[src/rtl/dmrc_pkg.sv]
package dmrc_pkg;

  typedef enum logic [2:0] {
    CLS_ALU = 3'd0,
    CLS_BR  = 3'd1,
    CLS_LD  = 3'd2,
    CLS_ST  = 3'd3,
    CLS_SYS = 3'd4
  } rclass_e;

  typedef enum logic [2:0] {
    CAUSE_NONE  = 3'd0,
    CAUSE_CTRL  = 3'd1,
    CAUSE_SVAL  = 3'd2,
    CAUSE_SADDR = 3'd3,
    CAUSE_ALIGN = 3'd4,
    CAUSE_SYS   = 3'd5,
    CAUSE_SIG   = 3'd6
  } cause_e;

  localparam logic [15:0] MIX_K = 16'h9E37;

endpackage

[src/rtl/dmrc_field_cmp.sv]
module dmrc_field_cmp
  import dmrc_pkg::*;
#(
  parameter int XLEN  = 32,
  parameter int NARGS = 2
) (
  input  logic                  a_valid,
  input  logic [2:0]            a_class,
  input  logic                  a_taken,
  input  logic [XLEN-1:0]       a_npc,
  input  logic [XLEN-1:0]       a_addr,
  input  logic [1:0]            a_size,
  input  logic [XLEN-1:0]       a_sdata,
  input  logic [NARGS*XLEN-1:0] a_sys,
  input  logic                  b_valid,
  input  logic [2:0]            b_class,
  input  logic                  b_taken,
  input  logic [XLEN-1:0]       b_npc,
  input  logic [XLEN-1:0]       b_addr,
  input  logic [1:0]            b_size,
  input  logic [XLEN-1:0]       b_sdata,
  input  logic [NARGS*XLEN-1:0] b_sys,
  output logic                  err_ctrl,
  output logic                  err_saddr,
  output logic                  err_sval,
  output logic                  err_align,
  output logic                  err_sys
);

  localparam int NBYTES = XLEN / 8;

  logic            both;
  logic            both_st;
  logic [XLEN-1:0] dmask;
  logic [1:0]      mis;
  logic [1:0]      vld_v;
  logic [2:0]      cls_v  [2];
  logic [2:0]      alo_v  [2];
  logic [1:0]      size_v [2];

  assign vld_v     = {b_valid, a_valid};
  assign cls_v[0]  = a_class;
  assign cls_v[1]  = b_class;
  assign alo_v[0]  = a_addr[2:0];
  assign alo_v[1]  = b_addr[2:0];
  assign size_v[0] = a_size;
  assign size_v[1] = b_size;

  // per-core alignment test
  for (genvar g = 0; g < 2; g++) begin : g_align
    logic [3:0] span;
    logic [2:0] amask;
    logic       is_mem;
    always_comb begin
      span   = 4'b0001 << size_v[g];
      amask  = 3'(span - 4'd1);
      is_mem = (cls_v[g] == CLS_LD) || (cls_v[g] == CLS_ST);
      mis[g] = vld_v[g] && is_mem && ((alo_v[g] & amask) != 3'd0);
    end
  end

  // bytes of store data that the access actually writes
  always_comb begin
    for (int k = 0; k < NBYTES; k++) begin
      dmask[k*8 +: 8] = (k < (1 << a_size)) ? 8'hFF : 8'h00;
    end
  end

  always_comb begin
    both      = a_valid && b_valid;
    both_st   = both && (a_class == CLS_ST) && (b_class == CLS_ST);
    err_ctrl  = (a_valid != b_valid) ||
                (both && ((a_class != b_class) || (a_npc != b_npc) ||
                          ((a_class == CLS_BR) && (a_taken != b_taken))));
    err_saddr = both_st && (a_addr != b_addr);
    err_sval  = both_st && (((a_sdata ^ b_sdata) & dmask) != '0);
    err_align = |mis;
    err_sys   = both && (a_class == CLS_SYS) && (b_class == CLS_SYS) &&
                (a_sys != b_sys);
  end

endmodule

[config.mk]
export PLATFORM = sky130hd
export DESIGN_NAME = dmrc_field_cmp
export DESIGN_NICKNAME = d
export VERILOG_FILES = /design/src/rtl/dmrc_pkg.sv /design/src/rtl/dmrc_field_cmp.sv
export SDC_FILE = /design/constraint.sdc
export NUM_CORES = 1
export LEC_CHECK = 0
export BUFFER_PORTS_ARGS = -buffer_cell sky130_fd_sc_hd__buf_2
export CORE_AREA = 2 2 132 134
export DETAILED_ROUTE_END_ITERATION = 10
export DIE_AREA = 0 0 134 136
export GPL_TIMING_DRIVEN = 0
export PLACE_DENSITY = 0.41
export SYNTH_ARGS = -nofsm -noshare
export SYNTH_HDL_FRONTEND = slang
export SYNTH_SLANG_ARGS = --single-unit
[constraint.sdc]
create_clock -name vclk -period 1.92
set_input_delay 0.288 -clock vclk [all_inputs]
set_output_delay 0.288 -clock vclk [all_outputs]
set_load 0.005 [all_outputs]
==> After elaboration in Yosys (flattened, before gate mapping) <==
Cells that the tools add are included.
{ "totals": {"regBits": 0, "in_bits": 334, "out_inout_bits": 5, "elab_cells": 53} }
{ "classes": {"n_addsub": 2, "order_cmp": 4, "eq_ne": 13, "shifts": 3, "muxes": 4, "bitwise_logic": 4, "n_reduce_logical": 23} }
{ "op_table": {"columns": ["op", "n"], "rows": [
  ["3-bit by 32-bit less-than comparator with 1-bit output (first input constant)", 2],
  ["32-bit != test", 2],
  ["64-bit != test", 1],
  ["32-bit bitwise AND", 1],
  ["1-bit by 32-bit less-than comparator with 1-bit output (first input constant)", 1],
  ["2-bit by 32-bit less-than comparator with 1-bit output (first input constant)", 1],
  ["8-bit 2-to-1 mux", 4],
  ["32-bit nonzero test", 1],
  ["1-bit by 2-bit << shifter with 32-bit output (first input constant)", 1],
  ["32-bit XOR", 1],
  ["1-bit logical AND", 14],
  ["3-bit by 2-bit equality test with 1-bit output (second input constant)", 4],
  ["3-bit bitwise AND", 2],
  ["3-bit equality test (second input constant)", 2],
  ["3-bit nonzero test", 2],
  ["1-bit by 2-bit << shifter with 3-bit output (first input constant)", 2],
  ["3-bit by 1-bit subtractor with 3-bit output (second input constant)", 2],
  ["1-bit logical OR", 5],
  ["3-bit by 1-bit equality test with 1-bit output (second input constant)", 1],
  ["3-bit != test", 1],
  ["1-bit != test", 2],
  ["2-bit OR reduction", 1]
]} }

==> Longest topological paths before layout <==
{ "logic_depth": {"word_depth": 6, "mapped_depth": 6, "mapped_depth_nobuf": 6} }

==> Worst setup path before layout <==
Ideal clock, no wire load.
{ "synth_timing": {"kind": "input -> output", "start": "in b_sys[3]", "end": "out err_sys", "arrival_ns": 1.440, "t_required_ns": 1.632, "setup_slack_ns": 0.192, "cell_stages": 5, "n_path_buf": 0, "cell_sequence": "xor2_1 -> a221o_1 -> or4_1 -> nor4_2 -> a31oi_1"} }
{ "synth_via": {"elab_chain_cells": 2} }
{ "synth_rtl": {"columns": ["item", "line", "source"], "rows": [
  ["from (decl)", "dmrc_field_cmp.sv:22", "input logic [NARGS*XLEN-1:0] b_sys,"],
  ["64-bit != test", "dmrc_field_cmp.sv:79", "(a_sys != b_sys);"],
  ["1-bit logical AND", "dmrc_field_cmp.sv:78", "err_sys = both && (a_class == CLS_SYS) && (b_class == CLS_SYS) &&"],
  ["to (decl)", "dmrc_field_cmp.sv:27", "output logic err_sys"]
]} }
Every way passes these cells.

==> Final worst setup path <==
Ends and elaborated chain as after synthesis.

==> impl_metrics.json <==
{
  "dp.cells": 813,
  "pre_cts_slack_ns": -0.402,
  "fin_ws_ns": -0.0780,
  "synthCells": 249,
  "timing.hold.ws_ns": 0.951,
  "core_um2": 16900,
  "synthesis.area_um2": 1970,
  "yosysWarnings": 0,
  "leakage_nw": 1.99,
  "startpoint_type": "input pin",
  "wl_per_cell_um": 12.5,
  "slowest_delay_ns": 0.51,
  "syn-num-nets": 585,
  "finalMaxSlewViolations": 0,
  "rows": 48,
  "drive_gt1_frac": 0.608,
  "crit_chain": "buf_6, xor2_1, a221o_1, or4_4, nor4_4, a31oi_1, buf_2",
  "yosysSeqAreaShare": 0,
  "hold_violations": 0,
  "initial_utilization": 0.117,
  "status": "finished, violations left",
  "slew_headroom": 0.761,
  "place_congestion": 0.751,
  "nFlopsAndLatches": 0,
  "dieArea_um2": 18200,
  "final_cell_count_no_fill": 815,
  "grt_util_all_layers": 0.0973,
  "num-nets-final": 928,
  "crit_fanout": 1,
  "total_power_mw": 0.839,
  "period_share": 1.04,
  "viasPerCell": 3.77,
  "antenna_left": 0,
  "antenna_found_initial": 0,
  "violations": "setup timing",
  "syn_avg_cell_area_um2": 7.90,
  "finalSetupViolations": 1,
  "cp_slowest_cell": "or4_4",
  "die_width_um": 134,
  "max_freq_ghz": 0.500,
  "num-clock-buffers": 0,
  "worstHoldPathType": "input pin to primary output",
  "ctsHoldBuffers": 0,
  "overflow": 0,
  "grt_pass1_wl_um": 14200,
  "max_cap_viol_count": 0,
  "wl_um": 10100,
  "finalCriticalPeriod_ns": 2.00,
  "worst-setup-path-type": "input pin to primary output",
  "power.density_nw_per_um2": 202,
  "dp_hpwl_um": 9570,
  "dr.first_iter.drc_count": 49,
  "rsz0062_at_grt": "yes",
  "grt_max_degree": 7,
  "peakVddDrop_uv": 59.7,
  "tightest_slew_ns": 0.355,
  "dieHeight_um": 136,
  "grt_pass1_vias": 3069,
  "port_buffers": 339,
  "required_ns": 1.63,
  "num_io_pins": 339,
  "dr_total_vias": 3071,
  "drc": 0,
  "ys_types": 26,
  "first_pass_iters": 4,
  "tns_ns": -0.0780,
  "cp-end-kind": "primary output",
  "register_area_um2": 0,
  "cp.arrival_ns": 1.71,
  "antenna_cells": 0,
  "areaGrowthSynthToFinish_pct": 111
}
area by class of cell:
type	count	area, um2
fillers	1893	12700
multi-input cells	242	2070
well taps	225	282
repair buffers	341	1770
inverters	7	26.3
report_power, final:
part | internal, mW | switching (mW)
Clock | 0 | 0
Sequential | 0 | 0
Combinational | 0.511 | 0.328
final timing paths:
path | startpoint | to | slack, ns | cells past startpoint
hold / removal | b_class[1] | err_align | 0.95 | 4
setup / recovery | b_sys[3] | err_sys | -0.08 | 7
logic make-up (layout without fill, tap and decap cells):
logic type               count (synthesis)  in the layout  share of synthesized area
AO/OA/AOI/OAI                           18             18                     0.0598
XOR/XNOR                               158            158                      0.704
adder cells (fa/ha/maj)                  2              2                     0.0127
buffers and inverters                    7            348                     0.0134
AND/OR/NAND/NOR                         64             64                      0.211
cell usage after synthesis, drive strengths merged:
master / instances / area, um2
nand4: 34 / 213
a221o: 1 / 10.0
nand3: 2 / 10.0
nor2b: 1 / 6.26
a22o: 2 / 18.8
o21ai: 4 / 20.0
nand2: 1 / 3.75
a41oi: 1 / 8.76
nand4b: 3 / 26.3
a21oi: 3 / 15.0
nor4b: 1 / 8.76
ha: 2 / 25.0
nor2: 2 / 7.51
nand2b: 1 / 6.26
o22ai: 4 / 25.0
or4: 4 / 30.0
o21a: 1 / 7.51
nor3: 1 / 5.00
inv: 7 / 26.3
xnor2: 129 / 1130
nor4bb: 1 / 10.0
a31oi: 2 / 12.5
nor4: 13 / 87.6
xor2: 29 / 254
per-stage QoR:
step	cell area [um2]	utilization
finish	4150	0.246
global placement	3950	0.234
CTS	4000	0.237
detailed placement	3950	0.234
floorplan	1970	-
global route	4150	0.246
metal layers:
layer,global-route usage,wire (um)
met5,0,0
met2,0.215,5710
met4,0.00473,56
met1,0.0984,3370
met3,0.0130,1010
worst max-delay path, delay by kind of cell:
| kind | cells | cell delay, ns |
|---|---|---|
| buffers and inverters | 2 | 0.24 |
| AO/OA/AOI/OAI | 2 | 0.37 |
| XOR/XNOR | 1 | 0.14 |
| AND/OR/NAND/NOR | 2 | 0.66 |
layout by cell type (no fill, tap or decap), drive strengths merged:
cell type and n:
nand4 34, o21a 1, a21oi 3, a41oi 1, nor4b 1, buf 341
nor2b 1, nand4b 3, inv 7, nor2 2, a221o 1, nand3 2
nand2b 1, o22ai 4, nor4 13, a31oi 2, xnor2 129, o21ai 4
or4 4, nand2 1, nor3 1, a22o 2, ha 2, nor4bb 1
xor2 29
what timing repair did:
action                     in CTS  in global routing
pin swaps                       4                 19
setup buffers                   2                  1
gates resized for setup         7                 21
setup endpoints to repair       2                  4
(Power assumes the default switching activity.)
